**src/rtl/alu8_pkg.sv**
```systemverilog
package alu8_pkg;

    localparam int PSW_W = 8;

    // status word bit positions
    localparam int F_N = 7;
    localparam int F_V = 6;
    localparam int F_P = 5;
    localparam int F_B = 4;
    localparam int F_H = 3;
    localparam int F_I = 2;
    localparam int F_Z = 1;
    localparam int F_C = 0;

    typedef enum logic [3:0] {
        OP_ADC  = 4'd0,
        OP_SBC  = 4'd1,
        OP_CMP  = 4'd2,
        OP_AND  = 4'd3,
        OP_OR   = 4'd4,
        OP_XOR  = 4'd5,
        OP_INC  = 4'd6,
        OP_DEC  = 4'd7,
        OP_LSR  = 4'd8,
        OP_ASL  = 4'd9,
        OP_ROR  = 4'd10,
        OP_ROL  = 4'd11,
        OP_SWAP = 4'd12,
        OP_CLRV = 4'd13,
        OP_RSV0 = 4'd14,
        OP_RSV1 = 4'd15
    } alu_op_e;

endpackage

```
**src/rtl/alu8_addsub.sv**
```systemverilog
module alu8_addsub #(
    parameter int DATA_W = 8
) (
    input  logic [DATA_W-1:0] a_i,
    input  logic [DATA_W-1:0] b_i,
    input  logic              invert_i,
    input  logic              cin_i,
    output logic [DATA_W-1:0] sum_o,
    output logic              cout_o,
    output logic              half_o,
    output logic              ovf_o
);
    localparam int HALF_W = DATA_W / 2;

    logic [DATA_W-1:0] b_eff;
    logic [DATA_W:0]   full_sum;
    logic [HALF_W:0]   low_sum;

    always_comb begin
        b_eff    = invert_i ? ~b_i : b_i;
        full_sum = {1'b0, a_i} + {1'b0, b_eff} + (DATA_W+1)'(cin_i);
        low_sum  = {1'b0, a_i[HALF_W-1:0]} + {1'b0, b_eff[HALF_W-1:0]}
                   + (HALF_W+1)'(cin_i);
        sum_o    = full_sum[DATA_W-1:0];
        cout_o   = full_sum[DATA_W];
        half_o   = low_sum[HALF_W];
        ovf_o    = (a_i[DATA_W-1] == b_eff[DATA_W-1])
                && (full_sum[DATA_W-1] != a_i[DATA_W-1]);
    end
endmodule

```
**src/rtl/alu8_bitunit.sv**
```systemverilog
module alu8_bitunit
    import alu8_pkg::*;
#(
    parameter int DATA_W = 8
) (
    input  alu_op_e           op_i,
    input  logic [DATA_W-1:0] a_i,
    input  logic [DATA_W-1:0] b_i,
    output logic [DATA_W-1:0] res_o
);
    localparam int HALF_W = DATA_W / 2;

    always_comb begin
        res_o = a_i;
        unique case (op_i)
            OP_AND:  res_o = a_i & b_i;
            OP_OR:   res_o = a_i | b_i;
            OP_XOR:  res_o = a_i ^ b_i;
            OP_INC:  res_o = a_i + DATA_W'(1);
            OP_DEC:  res_o = a_i - DATA_W'(1);
            OP_SWAP: res_o = {a_i[HALF_W-1:0], a_i[DATA_W-1:HALF_W]};
            default: res_o = a_i;
        endcase
    end
endmodule

```
**src/rtl/alu8_shifter.sv**
```systemverilog
module alu8_shifter
    import alu8_pkg::*;
#(
    parameter int DATA_W = 8
) (
    input  alu_op_e           op_i,
    input  logic [DATA_W-1:0] a_i,
    input  logic              cin_i,
    output logic [DATA_W-1:0] res_o,
    output logic              cout_o
);
    logic fill;

    always_comb begin
        fill   = (op_i == OP_ROR || op_i == OP_ROL) ? cin_i : 1'b0;
        res_o  = a_i;
        cout_o = cin_i;
        unique case (op_i)
            OP_LSR, OP_ROR: begin
                res_o  = {fill, a_i[DATA_W-1:1]};
                cout_o = a_i[0];
            end
            OP_ASL, OP_ROL: begin
                res_o  = {a_i[DATA_W-2:0], fill};
                cout_o = a_i[DATA_W-1];
            end
            default: begin
                res_o  = a_i;
                cout_o = cin_i;
            end
        endcase
    end
endmodule

```
**src/rtl/alu8_core.sv**
```systemverilog
module alu8_core
    import alu8_pkg::*;
#(
    parameter int DATA_W = 8
) (
    input  logic [3:0]        op_sel,
    input  logic [DATA_W-1:0] opnd_a,
    input  logic [DATA_W-1:0] opnd_b,
    input  logic [PSW_W-1:0]  psw_in,
    output logic [DATA_W-1:0] result_o,
    output logic [PSW_W-1:0]  psw_o,
    output logic              wr_en_o
);
    alu_op_e           op;
    logic              sub_mode;
    logic              add_cin;
    logic [DATA_W-1:0] add_sum;
    logic              add_cout;
    logic              add_half;
    logic              add_ovf;
    logic [DATA_W-1:0] bit_res;
    logic [DATA_W-1:0] sh_res;
    logic              sh_cout;
    logic [DATA_W-1:0] nz_src;
    logic              nz_upd;

    assign op       = alu_op_e'(op_sel);
    assign sub_mode = (op == OP_SBC) || (op == OP_CMP);
    assign add_cin  = (op == OP_CMP) ? 1'b1 : psw_in[F_C];

    alu8_addsub #(.DATA_W(DATA_W)) addsub_i (
        .a_i      (opnd_a),
        .b_i      (opnd_b),
        .invert_i (sub_mode),
        .cin_i    (add_cin),
        .sum_o    (add_sum),
        .cout_o   (add_cout),
        .half_o   (add_half),
        .ovf_o    (add_ovf)
    );

    alu8_bitunit #(.DATA_W(DATA_W)) bitunit_i (
        .op_i  (op),
        .a_i   (opnd_a),
        .b_i   (opnd_b),
        .res_o (bit_res)
    );

    alu8_shifter #(.DATA_W(DATA_W)) shifter_i (
        .op_i   (op),
        .a_i    (opnd_a),
        .cin_i  (psw_in[F_C]),
        .res_o  (sh_res),
        .cout_o (sh_cout)
    );

    always_comb begin
        result_o = opnd_a;
        psw_o    = psw_in;
        wr_en_o  = 1'b0;
        nz_src   = opnd_a;
        nz_upd   = 1'b0;
        unique case (op)
            OP_ADC, OP_SBC: begin
                result_o   = add_sum;
                psw_o[F_C] = add_cout;
                psw_o[F_H] = add_half;
                psw_o[F_V] = add_ovf;
                wr_en_o    = 1'b1;
                nz_src     = add_sum;
                nz_upd     = 1'b1;
            end
            OP_CMP: begin
                psw_o[F_C] = add_cout;
                nz_src     = add_sum;
                nz_upd     = 1'b1;
            end
            OP_AND, OP_OR, OP_XOR, OP_INC, OP_DEC, OP_SWAP: begin
                result_o = bit_res;
                wr_en_o  = 1'b1;
                nz_src   = bit_res;
                nz_upd   = 1'b1;
            end
            OP_LSR, OP_ASL, OP_ROR, OP_ROL: begin
                result_o   = sh_res;
                psw_o[F_C] = sh_cout;
                wr_en_o    = 1'b1;
                nz_src     = sh_res;
                nz_upd     = 1'b1;
            end
            OP_CLRV: begin
                psw_o[F_V] = 1'b0;
                psw_o[F_H] = 1'b0;
            end
            default: begin
                result_o = opnd_a;
            end
        endcase
        if (nz_upd) begin
            psw_o[F_N] = nz_src[DATA_W-1];
            psw_o[F_Z] = (nz_src == '0);
        end
    end

    // checks placed beside the flag assembly
    always_comb begin

        ctrl_bits_kept_chk: assert (psw_o[F_P] == psw_in[F_P] && psw_o[F_B] == psw_in[F_B]
                                    && psw_o[F_I] == psw_in[F_I])
            else $error("control bits of status word changed");
        if (op == OP_CMP) begin

            cmp_no_store_chk: assert (!wr_en_o && result_o == opnd_a
                                      && psw_o[F_V] == psw_in[F_V] && psw_o[F_H] == psw_in[F_H])
                else $error("compare stored a result or touched V/H");
        end
        if (op == OP_AND || op == OP_OR || op == OP_XOR || op == OP_INC || op == OP_DEC) begin

            logic_keeps_cvh_chk: assert (psw_o[F_C] == psw_in[F_C] && psw_o[F_V] == psw_in[F_V]
                                         && psw_o[F_H] == psw_in[F_H])
                else $error("logic/count op touched C, V or H");
        end
        if (op == OP_CLRV) begin

            clrv_flags_chk: assert (!psw_o[F_V] && !psw_o[F_H] && !wr_en_o)
                else $error("clear-overflow left V/H set or stored");
        end
        if (op_sel == 4'd14 || op_sel == 4'd15) begin

            unused_passthru_chk: assert (psw_o == psw_in && result_o == opnd_a && !wr_en_o)
                else $error("unused code was not a pass-through");
        end
    end
endmodule

```
**config.mk**
```make
export PLATFORM = sky130hd
export DESIGN_NAME = alu8_core
export DESIGN_NICKNAME = d
export VERILOG_FILES = /design/src/rtl/alu8_pkg.sv /design/src/rtl/alu8_addsub.sv /design/src/rtl/alu8_bitunit.sv /design/src/rtl/alu8_shifter.sv /design/src/rtl/alu8_core.sv
export SDC_FILE = /design/constraint.sdc
export NUM_CORES = 1
export LEC_CHECK = 0
export BUFFER_PORTS_ARGS = -buffer_cell sky130_fd_sc_hd__buf_2
export CORE_MARGIN = 5
export CORE_UTILIZATION = 30
export DETAILED_ROUTE_END_ITERATION = 7
export PLACE_DENSITY = 0.46
export SYNTH_ARGS = -nofsm -noshare
export SYNTH_HDL_FRONTEND = slang
export SYNTH_SLANG_ARGS = --single-unit
```
**constraint.sdc**
```tcl
create_clock -name vclk -period 6.8
set_input_delay 0.34 -clock vclk [all_inputs]
set_output_delay 0.34 -clock vclk [all_outputs]
set_load 0.1 [all_outputs]
```
==> results.toml <==
[power]
total_power_mw = 0.248
p_sw_mw = 0.177
p_seq_share_pct = 0
clkPwrFrac_pct = 0
netSwitchingFraction_pct = 71.4
powerDensity_mw_per_mm2 = 126
ir_worst_vdd_mv = 0.0946
p_leak_nw = 0.907
p_int_mw = 0.0708
comb_power_share_pct = 100.0

[yosys]
syn-num-nets = 303
postSynthCellCount = 249
synth_warnings = 0
synth.cell_area_mm2 = 0.00179
ys_seq_area_share_pct = 0
post_synth.cell_area_avg_um2 = 7.18
ys_types = 58

[detailed_routing]
wl_mm = 6.20
vias_per_cell = 5.53
antenna_left = 0
drt_iter0_markers = 113
dr_wl_met3_um = 385
route.layer.met1.wl_mm = 2.78
remaining_drc_errors = 0
firstDrtPassIters = 4
wl_met2_mm = 3.02
routed.top_layer = "met4"
num_vias = 1904
wl_per_cell_um = 18.0

[global_routing]
antenna_found_initial = 0
grt_pass1_vias = 1838
grtUsageTotal_pct = 16.3
grt_pass1_wl_mm = 9.89
grt_max_degree = 30
grt_remaining_overflow = 0

[hold_path]
hold_start = "psw_in[4]"
min_path_type = "in2out"

[placed_design]
gp_congestion = 0.914
post-dp-hpwl_mm = 4.96
io_buffers = 39

[worst_setup_path]
startpoint = "op_sel[0]"
endpoint_kind = "primary output"
crit_end = "psw_o[1]"
crit_fanout = 29
crit_required_ns = 6.46
arrival_ns = 4.21
path_class = "in2out"
startpoint_type = "input port"

[layout]
nets = 325
fillers = 632
area_growth_pct = 10.2
drive_gt1_share_pct = 17.8
n_antenna_cell = 0
ff_latch_area_um2 = 0
clkbuf_count = 0
seq_cells = 0

[sta]
rsz0062_at_grt = "false"
finalCriticalPeriod_ns = 4.55
worst_pin_slew_ns = 1.12
setup_viol = 0
timing.slew.headroom_pct = 24.5
slew_viol_final = 0
min_period_over_period_pct = 67.0
fmax_ghz = 0.220
hold_viol_final = 0
finalSetupTns_ns = 0

[die]
core_mm2 = 0.00585
die_area_mm2 = 0.00760
rows = 28
ioPinCount = 45
die_w_um = 87.2
die_y_um = 87.2
start_util_pct = 30.5

[outcome]
status = "completed"

[clock_tree]
ctsResizeCount = 0
cts_hold_buf = 0
post_cts_buffers = 0

[flow_run]
drv_cap = 0
-- power groups by stage --
| stage | Clock (mW) | Combinational, mW | Sequential, mW |
|---|---|---|---|
| 6_report | 0 | 0.248 | 0 |
| 2_1_floorplan | 0 | 0.207 | 0 |
| 4_1_cts | 0 | 0.248 | 0 |
| 3_5_place_dp | 0 | 0.247 | 0 |
| 3_3_place_gp | 0 | 0.249 | 0 |
| 5_1_grt | 0 | 0.266 | 0 |
-- worst max-delay path, cell delays in order --
cell	delay (ns)
buf_2	0.43
xor2_1	0.19
nand2_1	0.29
xnor2_1	0.31
fa_1	0.25
inv_1	0.06
fa_1	0.51
a21oi_1	0.07
nor4b_1	0.32
or4bb_1	0.52
nor4_1	0.28
a32o_1	0.21
buf_2	0.42
-- layout make-up --
cell class | count | area (µm²) | share of cell area [%]
multi-input cells | 206 | 1590 | 80.7
repair buffers | 39 | 195 | 9.92
well taps | 75 | 93.8 | 4.77
inverters | 24 | 90.1 | 4.58
-- routing by layer --
metal | vias up | track usage (%)
met5 | - | 0
met4 | 0 | 2.23
met3 | 3 | 0.662
met2 | 63 | 28.1
met1 | 890 | 23.1
li1 | 948 | -
-- per-stage QoR --
step                      std cells  utilization [%]  instance area, µm²  hold WS, ns  setup slack, ns
after detailed placement        344             33.6                1970        0.681             2.24
after global routing            344             33.6                1970        0.680             2.00
after global placement          344             33.6                1970        0.681             2.41
final                           344             33.6                1970        0.680             2.25
after floorplan                 249                -                1790        0.892             1.29
after CTS                       344             33.6                1970        0.681             2.24
-- worst min path at each step --
stage,end,slack [ns],cells past startpoint
final,psw_o[4],0.68,0
after CTS,psw_o[4],0.68,0
after floorplan,psw_o[2],0.89,1
after detailed placement,psw_o[4],0.68,0
after global routing,psw_o[4],0.68,0
after global placement,psw_o[4],0.68,0
-- cells in the mapped netlist (8+ instances only) --
| cell | number | share of area [%] |
|---|---|---|
| ha_1 | 24 | 17 |
| inv_1 | 24 | 5.0 |
| nor2_1 | 19 | 4.0 |
| xnor2_1 | 19 | 9.3 |
| a21oi_1 | 15 | 4.2 |
| nand2_1 | 14 | 2.9 |
| o21ai_0 | 13 | 3.6 |
| buf_2 | 8 | 2.2 |
| mux2i_1 | 8 | 4.5 |
-- cells in the final DEF, fill, tap and decap left out, types with 3 or more instances in the layout --
cell,n
buf_2,39
inv_1,24
ha_1,24
nor2_1,19
xnor2_1,19
a21oi_1,15
nand2_1,14
o21ai_0,13
mux2i_1,8
nor3_1,5
and3_1,5
nand2b_1,5
a221o_1,5
o221ai_1,5
a31oi_1,4
nor2b_1,4
nand4_1,4
nor4_1,3
o21a_1,3
nand3_1,3
a221oi_1,3
o211ai_1,3
-- kinds of logic after synthesis --
logic type               count (synthesis)  share of synthesized area (%)
AO/OA/AOI/OAI                           68                           29.0
XOR/XNOR                                21                           10.3
adder cells (fa/ha/maj)                 26                           19.0
buffers and inverters                   43                           11.1
multiplexers                             8                           4.48
AND/OR/NAND/NOR                         83                           26.1
No activity file was read; power rests on OpenSTA's default activity.
